### config.mk
export PLATFORM = sky130hd
export DESIGN_NAME = uart_irq_ident
export DESIGN_NICKNAME = d
export VERILOG_FILES = /design/src/rtl/uart_irq_pkg.sv /design/src/rtl/irq_enable_reg.sv /design/src/rtl/rx_trig_gate.sv /design/src/rtl/irq_prio_enc.sv /design/src/rtl/uart_irq_ident.sv
export SDC_FILE = /design/constraint.sdc
export NUM_CORES = 1
export LEC_CHECK = 0
export BUFFER_PORTS_ARGS = -buffer_cell sky130_fd_sc_hd__buf_2
export CAP_MARGIN = 20
export CORE_UTILIZATION = 40
export DETAILED_ROUTE_END_ITERATION = 6
export PLACE_DENSITY = 0.77
export SLEW_MARGIN = 20
export SYNTH_ARGS = -nofsm -noshare
export SYNTH_HDL_FRONTEND = slang
export SYNTH_HIERARCHICAL = 1
export SYNTH_SLANG_ARGS = --single-unit
### constraint.sdc
create_clock -name clk -period 2.78 [get_ports clk]
set_input_delay 0.695 -clock clk [delete_from_list [all_inputs] [get_ports clk]]
set_output_delay 0.695 -clock clk [all_outputs]
set_load 0.05 [all_outputs]
### src/rtl/uart_irq_pkg.sv
package uart_irq_pkg;
  localparam int N_SRC = 5;

  // source index order is the priority order, index 0 highest
  localparam int SRC_LINE  = 0;
  localparam int SRC_TMO   = 1;
  localparam int SRC_RXD   = 2;
  localparam int SRC_TXE   = 3;
  localparam int SRC_MODEM = 4;

  localparam logic [3:0] ID_NONE  = 4'h1;
  localparam logic [3:0] ID_LINE  = 4'h6;
  localparam logic [3:0] ID_TMO   = 4'hC;
  localparam logic [3:0] ID_RXD   = 4'h4;
  localparam logic [3:0] ID_TXE   = 4'h2;
  localparam logic [3:0] ID_MODEM = 4'h0;

  // enable register bit positions
  localparam int EN_RXD   = 0;
  localparam int EN_TXE   = 1;
  localparam int EN_LINE  = 2;
  localparam int EN_MODEM = 3;

  function automatic logic [3:0] src_id(input int idx);
    case (idx)
      SRC_LINE:  return ID_LINE;
      SRC_TMO:   return ID_TMO;
      SRC_RXD:   return ID_RXD;
      SRC_TXE:   return ID_TXE;
      default:   return ID_MODEM;
    endcase
  endfunction
endpackage

### src/rtl/irq_enable_reg.sv
module irq_enable_reg #(
  parameter int EN_W = 4,
  parameter int WD_W = 8
) (
  input  logic            clk,
  input  logic            rst,
  input  logic            ier_wr,
  input  logic [WD_W-1:0] ier_wdata,
  input  logic            iir_rd,
  input  logic            thr_wr,
  input  logic            thr_empty,
  output logic [EN_W-1:0] ier_q,
  output logic            txe_pend
);
  logic empty_d;
  logic set_ev;
  logic clr_ev;

  // busy-to-empty edge or enable write while empty re-arms the flag
  assign set_ev = (ier_wr && thr_empty) || (thr_empty && !empty_d);
  assign clr_ev = iir_rd || thr_wr;

  always_ff @(posedge clk) begin
    if (rst) begin
      ier_q    <= '0;
      txe_pend <= 1'b0;
      empty_d  <= 1'b1;
    end else begin
      empty_d <= thr_empty;
      if (ier_wr) ier_q <= ier_wdata[EN_W-1:0];
      if (clr_ev)      txe_pend <= 1'b0;
      else if (set_ev) txe_pend <= 1'b1;
    end
  end

  assert_pend_clear_R9: assert property (@(posedge clk) disable iff (rst)
    clr_ev |=> !txe_pend);

  assert_ier_low_nibble_R2: assert property (@(posedge clk) disable iff (rst)
    ier_wr |=> ier_q == $past(ier_wdata[EN_W-1:0]));

  assert_pend_set_R10: assert property (@(posedge clk) disable iff (rst)
    (ier_wr && thr_empty && !clr_ev) |=> txe_pend);
endmodule

### src/rtl/rx_trig_gate.sv
module rx_trig_gate #(
  parameter int CNT_W  = 5,
  parameter int TRIG_0 = 1,
  parameter int TRIG_1 = 4,
  parameter int TRIG_2 = 8,
  parameter int TRIG_3 = 14
) (
  input  logic             fifo_en,
  input  logic [1:0]       trig_sel,
  input  logic [CNT_W-1:0] count,
  input  logic             ready,
  output logic             rx_req
);
  logic [CNT_W-1:0] level;

  always_comb begin
    case (trig_sel)
      2'd0:    level = CNT_W'(TRIG_0);
      2'd1:    level = CNT_W'(TRIG_1);
      2'd2:    level = CNT_W'(TRIG_2);
      default: level = CNT_W'(TRIG_3);
    endcase
  end

  always_comb begin
    if (!ready)        rx_req = 1'b0;
    else if (!fifo_en) rx_req = 1'b1;
    else               rx_req = (count >= level);
  end

  always_comb begin
    if (fifo_en && ready && (count < CNT_W'(TRIG_0)))
      assert_below_min_level_R5: assert (!rx_req);
  end
endmodule

### src/rtl/irq_prio_enc.sv
module irq_prio_enc
  import uart_irq_pkg::*;
#(
  parameter int N = N_SRC
) (
  input  logic         clk,
  input  logic         rst,
  input  logic [N-1:0] req,
  output logic [N-1:0] grant,
  output logic [3:0]   id
);
  logic [N-1:0] blocked;

  // blocked[i]: some higher-priority source is requesting
  assign blocked[0] = 1'b0;
  generate
    for (genvar i = 1; i < N; i++) begin : g_chain
      assign blocked[i] = blocked[i-1] | req[i-1];
    end
    for (genvar i = 0; i < N; i++) begin : g_grant
      assign grant[i] = req[i] & ~blocked[i];
    end
  endgenerate

  always_comb begin
    id = ID_NONE;
    for (int i = 0; i < N; i++) begin
      if (grant[i]) id = src_id(i);
    end
  end

  assert_single_grant_R3: assert property (@(posedge clk) disable iff (rst)
    $onehot0(grant));

  assert_grant_when_req_R3: assert property (@(posedge clk) disable iff (rst)
    (|req) |-> (|grant));
endmodule

### src/rtl/uart_irq_ident.sv
module uart_irq_ident
  import uart_irq_pkg::*;
#(
  parameter int FIFO_DEPTH = 16,
  parameter int EN_W       = 4,
  parameter int WD_W       = 8,
  parameter int TRIG_0     = 1,
  parameter int TRIG_1     = 4,
  parameter int TRIG_2     = 8,
  parameter int TRIG_3     = 14,
  localparam int CNT_W     = $clog2(FIFO_DEPTH + 1)
) (
  input  logic             clk,
  input  logic             rst,
  input  logic             ier_wr,
  input  logic [WD_W-1:0]  ier_wdata,
  input  logic             iir_rd,
  input  logic             thr_wr,
  input  logic             thr_empty,
  input  logic             fifo_en,
  input  logic [1:0]       rx_trig_sel,
  input  logic [CNT_W-1:0] rx_count,
  input  logic             rx_ready,
  input  logic             lsr_overrun,
  input  logic             lsr_parity,
  input  logic             lsr_framing,
  input  logic             lsr_break,
  input  logic             char_timeout,
  input  logic [3:0]       msr_delta,
  output logic [EN_W-1:0]  ier_q,
  output logic [7:0]       iir_q,
  output logic             irq
);
  logic             txe_pend;
  logic             rx_req;
  logic             line_err;
  logic [N_SRC-1:0] req;
  logic [N_SRC-1:0] grant;
  logic [3:0]       id_sel;
  logic [3:0]       id_next;

  irq_enable_reg #(.EN_W(EN_W), .WD_W(WD_W)) u_en (
    .clk       (clk),
    .rst       (rst),
    .ier_wr    (ier_wr),
    .ier_wdata (ier_wdata),
    .iir_rd    (iir_rd),
    .thr_wr    (thr_wr),
    .thr_empty (thr_empty),
    .ier_q     (ier_q),
    .txe_pend  (txe_pend)
  );

  rx_trig_gate #(
    .CNT_W(CNT_W), .TRIG_0(TRIG_0), .TRIG_1(TRIG_1),
    .TRIG_2(TRIG_2), .TRIG_3(TRIG_3)
  ) u_rx (
    .fifo_en  (fifo_en),
    .trig_sel (rx_trig_sel),
    .count    (rx_count),
    .ready    (rx_ready),
    .rx_req   (rx_req)
  );

  assign line_err = lsr_overrun | lsr_parity | lsr_framing | lsr_break;

  always_comb begin
    req            = '0;
    req[SRC_LINE]  = ier_q[EN_LINE] & line_err;
    req[SRC_TMO]   = char_timeout;
    req[SRC_RXD]   = ier_q[EN_RXD] & rx_req;
    req[SRC_TXE]   = ier_q[EN_TXE] & txe_pend;
    req[SRC_MODEM] = ier_q[EN_MODEM] & (|msr_delta);
  end

  irq_prio_enc #(.N(N_SRC)) u_prio (
    .clk   (clk),
    .rst   (rst),
    .req   (req),
    .grant (grant),
    .id    (id_sel)
  );

  // an all-zero enable register masks every source, timeout included
  assign id_next = (ier_q == '0) ? ID_NONE : id_sel;

  always_ff @(posedge clk) begin
    if (rst) begin
      iir_q <= {4'h0, ID_NONE};
      irq   <= 1'b0;
    end else begin
      iir_q <= {{2{fifo_en}}, 2'b00, id_next};
      irq   <= (id_next != ID_NONE);
    end
  end

  assert_masked_line_low_R8: assert property (@(posedge clk) disable iff (rst)
    (ier_q == '0) |=> !irq);

  assert_irq_matches_id_R13: assert property (@(posedge clk) disable iff (rst)
    irq == (iir_q[3:0] != ID_NONE));

  assert_fifo_bits_on_R7: assert property (@(posedge clk) disable iff (rst)
    fifo_en |=> iir_q[7:4] == 4'b1100);

  assert_fifo_bits_off_R7: assert property (@(posedge clk) disable iff (rst)
    !fifo_en |=> iir_q[7:4] == 4'b0000);

  assert_line_first_R3: assert property (@(posedge clk) disable iff (rst)
    (ier_q[EN_LINE] && line_err) |=> iir_q[3:0] == ID_LINE);
endmodule

==> impl_metrics.yaml <==
layout:
  layout-drive-gt1-share_pct: 47.5
  finalNetCount: 139
  final_cell_mix: "buf_2 (38), dfxtp_1 (12), nor2_1 (6), inv_1 (5)"
  fillerInstances: 151
  final_common_cell: "buf_2"
  diodes: 0
  syn_to_final_growth_pct: 30.4
yosys:
  yosysWarnings: 6
  syn_area_um2: 643
  syn_avg_cell_area_um2: 10.0
  syn_inst: 64
die:
  start_util_pct: 42.7
  die_w_um: 42.1
  die_h_um: 42.1
  core_area_um2: 1510
  fp.dieArea_um2: 1770
  rows: 14
  io_pins: 45
worst_setup_path:
  crit_path_start_kind: "input pin"
  slowest_delay_ps: 390
  path_class: "input pin to register"
  crit_path_max_fanout: 3
  arrival_ps: 2650
  crit_path_end_kind: "register"
  required_ps: 2920
  cp_cell_sequence: "buf_2, inv_1, ha_1, and2_1, o41ai_2, o21ai_1, and2_1, or3_4, nor3_1, nor4b_1, nor3_1"
  worst_path_max_delay_cell: "or3_4"
routing:
  drtIter0Drc: 6
  dr.pass1.iters: 3
  drc: 0
  via_count: 579
  wl_um: 1260
  wl_per_cell_um: 10.8
  ant_nets: 0
  viasPerCell: 4.95
clock_network:
  postCtsHoldBufs: 0
  cts_setup_buffers: 0
  clk_latency_ps: 260
  htree_levels: 1
  cts_resized: 0
  cts.sinks: 12
  cts_inserted_buffers: 3
  cts_tree: "yes"
  cts_root_buffer: "clkbuf_4"
  clk_pin_slew_worst_paths_ps: 70
  clockBufferDepth: 2
run_status:
  status: "completed"
sta:
  final-hold-violation-count: 0
  slew_violations: 0
  timing.fmax_mhz: 399
  finClkSkew_ps: 4.46
  finalSetupViolCount: 0
  rsz0062_at_grt: "false"
  fin_crit_sh_pct: 90.1
  holdWs_ps: 529
  period_minus_slack_ps: 2500
  fin_tns_setup_ps: 0
power_and_ir_drop:
  leakagePower_nw: 0.443
  power_density_nw_per_um2: 485
  finalPower_mw: 0.406
  ir_worst_vdd_uv: 213
global_routing:
  grt_max_degree: 13
  grt_pass1_wl_um: 2070
  antenna_found_initial: 0
  overflow: 0
  grtUsageTotal_pct: 14.5
  grt_pass1_vias: 526
hold_path:
  hp-class: "register to register"
job:
  max-cap-violations: 0
placed_design:
  place.gp.congestion: 0.719
  dpl.hpwl_um: 1040
  port_buffers: 38
==> layout make-up <==
class                   count  area [um2]  share of cell area [%]
multi-input cells          43         347                    41.3
flip-flops and latches     12         240                    28.7
repair buffers             38         190                    22.7
clock buffers               3        22.5                    2.69
well taps                  16        20.0                    2.39
inverters                   5        18.8                    2.24
==> final timing paths <==
path | from | end | slack (ps) | cells past startpoint
worst max-delay path | rx_trig_sel[1] | irq | 280 | 11
worst min-delay path | u_en/txe_pend | u_en/txe_pend | 530 | 2
worst max register to register | u_en/ier_q[0] | irq | 1240 | 5
worst min register to register | u_en/txe_pend | u_en/txe_pend | 530 | 2
==> layer usage <==
| layer | GRT usage (%) | share of wire, % |
|---|---|---|
| met1 | 15.8 | 40 |
| met2 | 27.8 | 53 |
| met3 | 2.16 | 7.0 |
| met4 | 5.63 | 0 |
| met5 | 0 | 0 |
==> state kept, by name (all words and copies together), names as in the netlist <==
name           flops
u_en/txe_pend      1
iir_q              5
u_en/empty_d       1
irq                1
u_en/ier_q         4
==> per-stage QoR <==
step	setup slack [ps]	util, %	cells	cell area, um2
global route	137	55.6	117	838
finish	275	55.6	117	838
global placement	75.2	54.2	114	816
CTS	274	55.6	117	838
detailed placement	-9.67	54.2	114	816
floorplan	291	-	65	647
==> critical path, delay by kind of cell <==
kind | cells | cell delay [ps]
AOI/OAI and AO/OA | 2 | 300
adders and majority gates | 1 | 270
buffers and inverters | 2 | 140
and+or+nand+nor | 6 | 1240
==> power breakdown <==
| part | internal (mW) | switching, mW | total [mW] |
|---|---|---|---|
| logic | 0.0430 | 0.0728 | 0.116 |
| registers | 0.182 | 0.00717 | 0.190 |
| clock network | 0.0499 | 0.0510 | 0.101 |
Note: power is estimated with default switching activity, not from simulation.
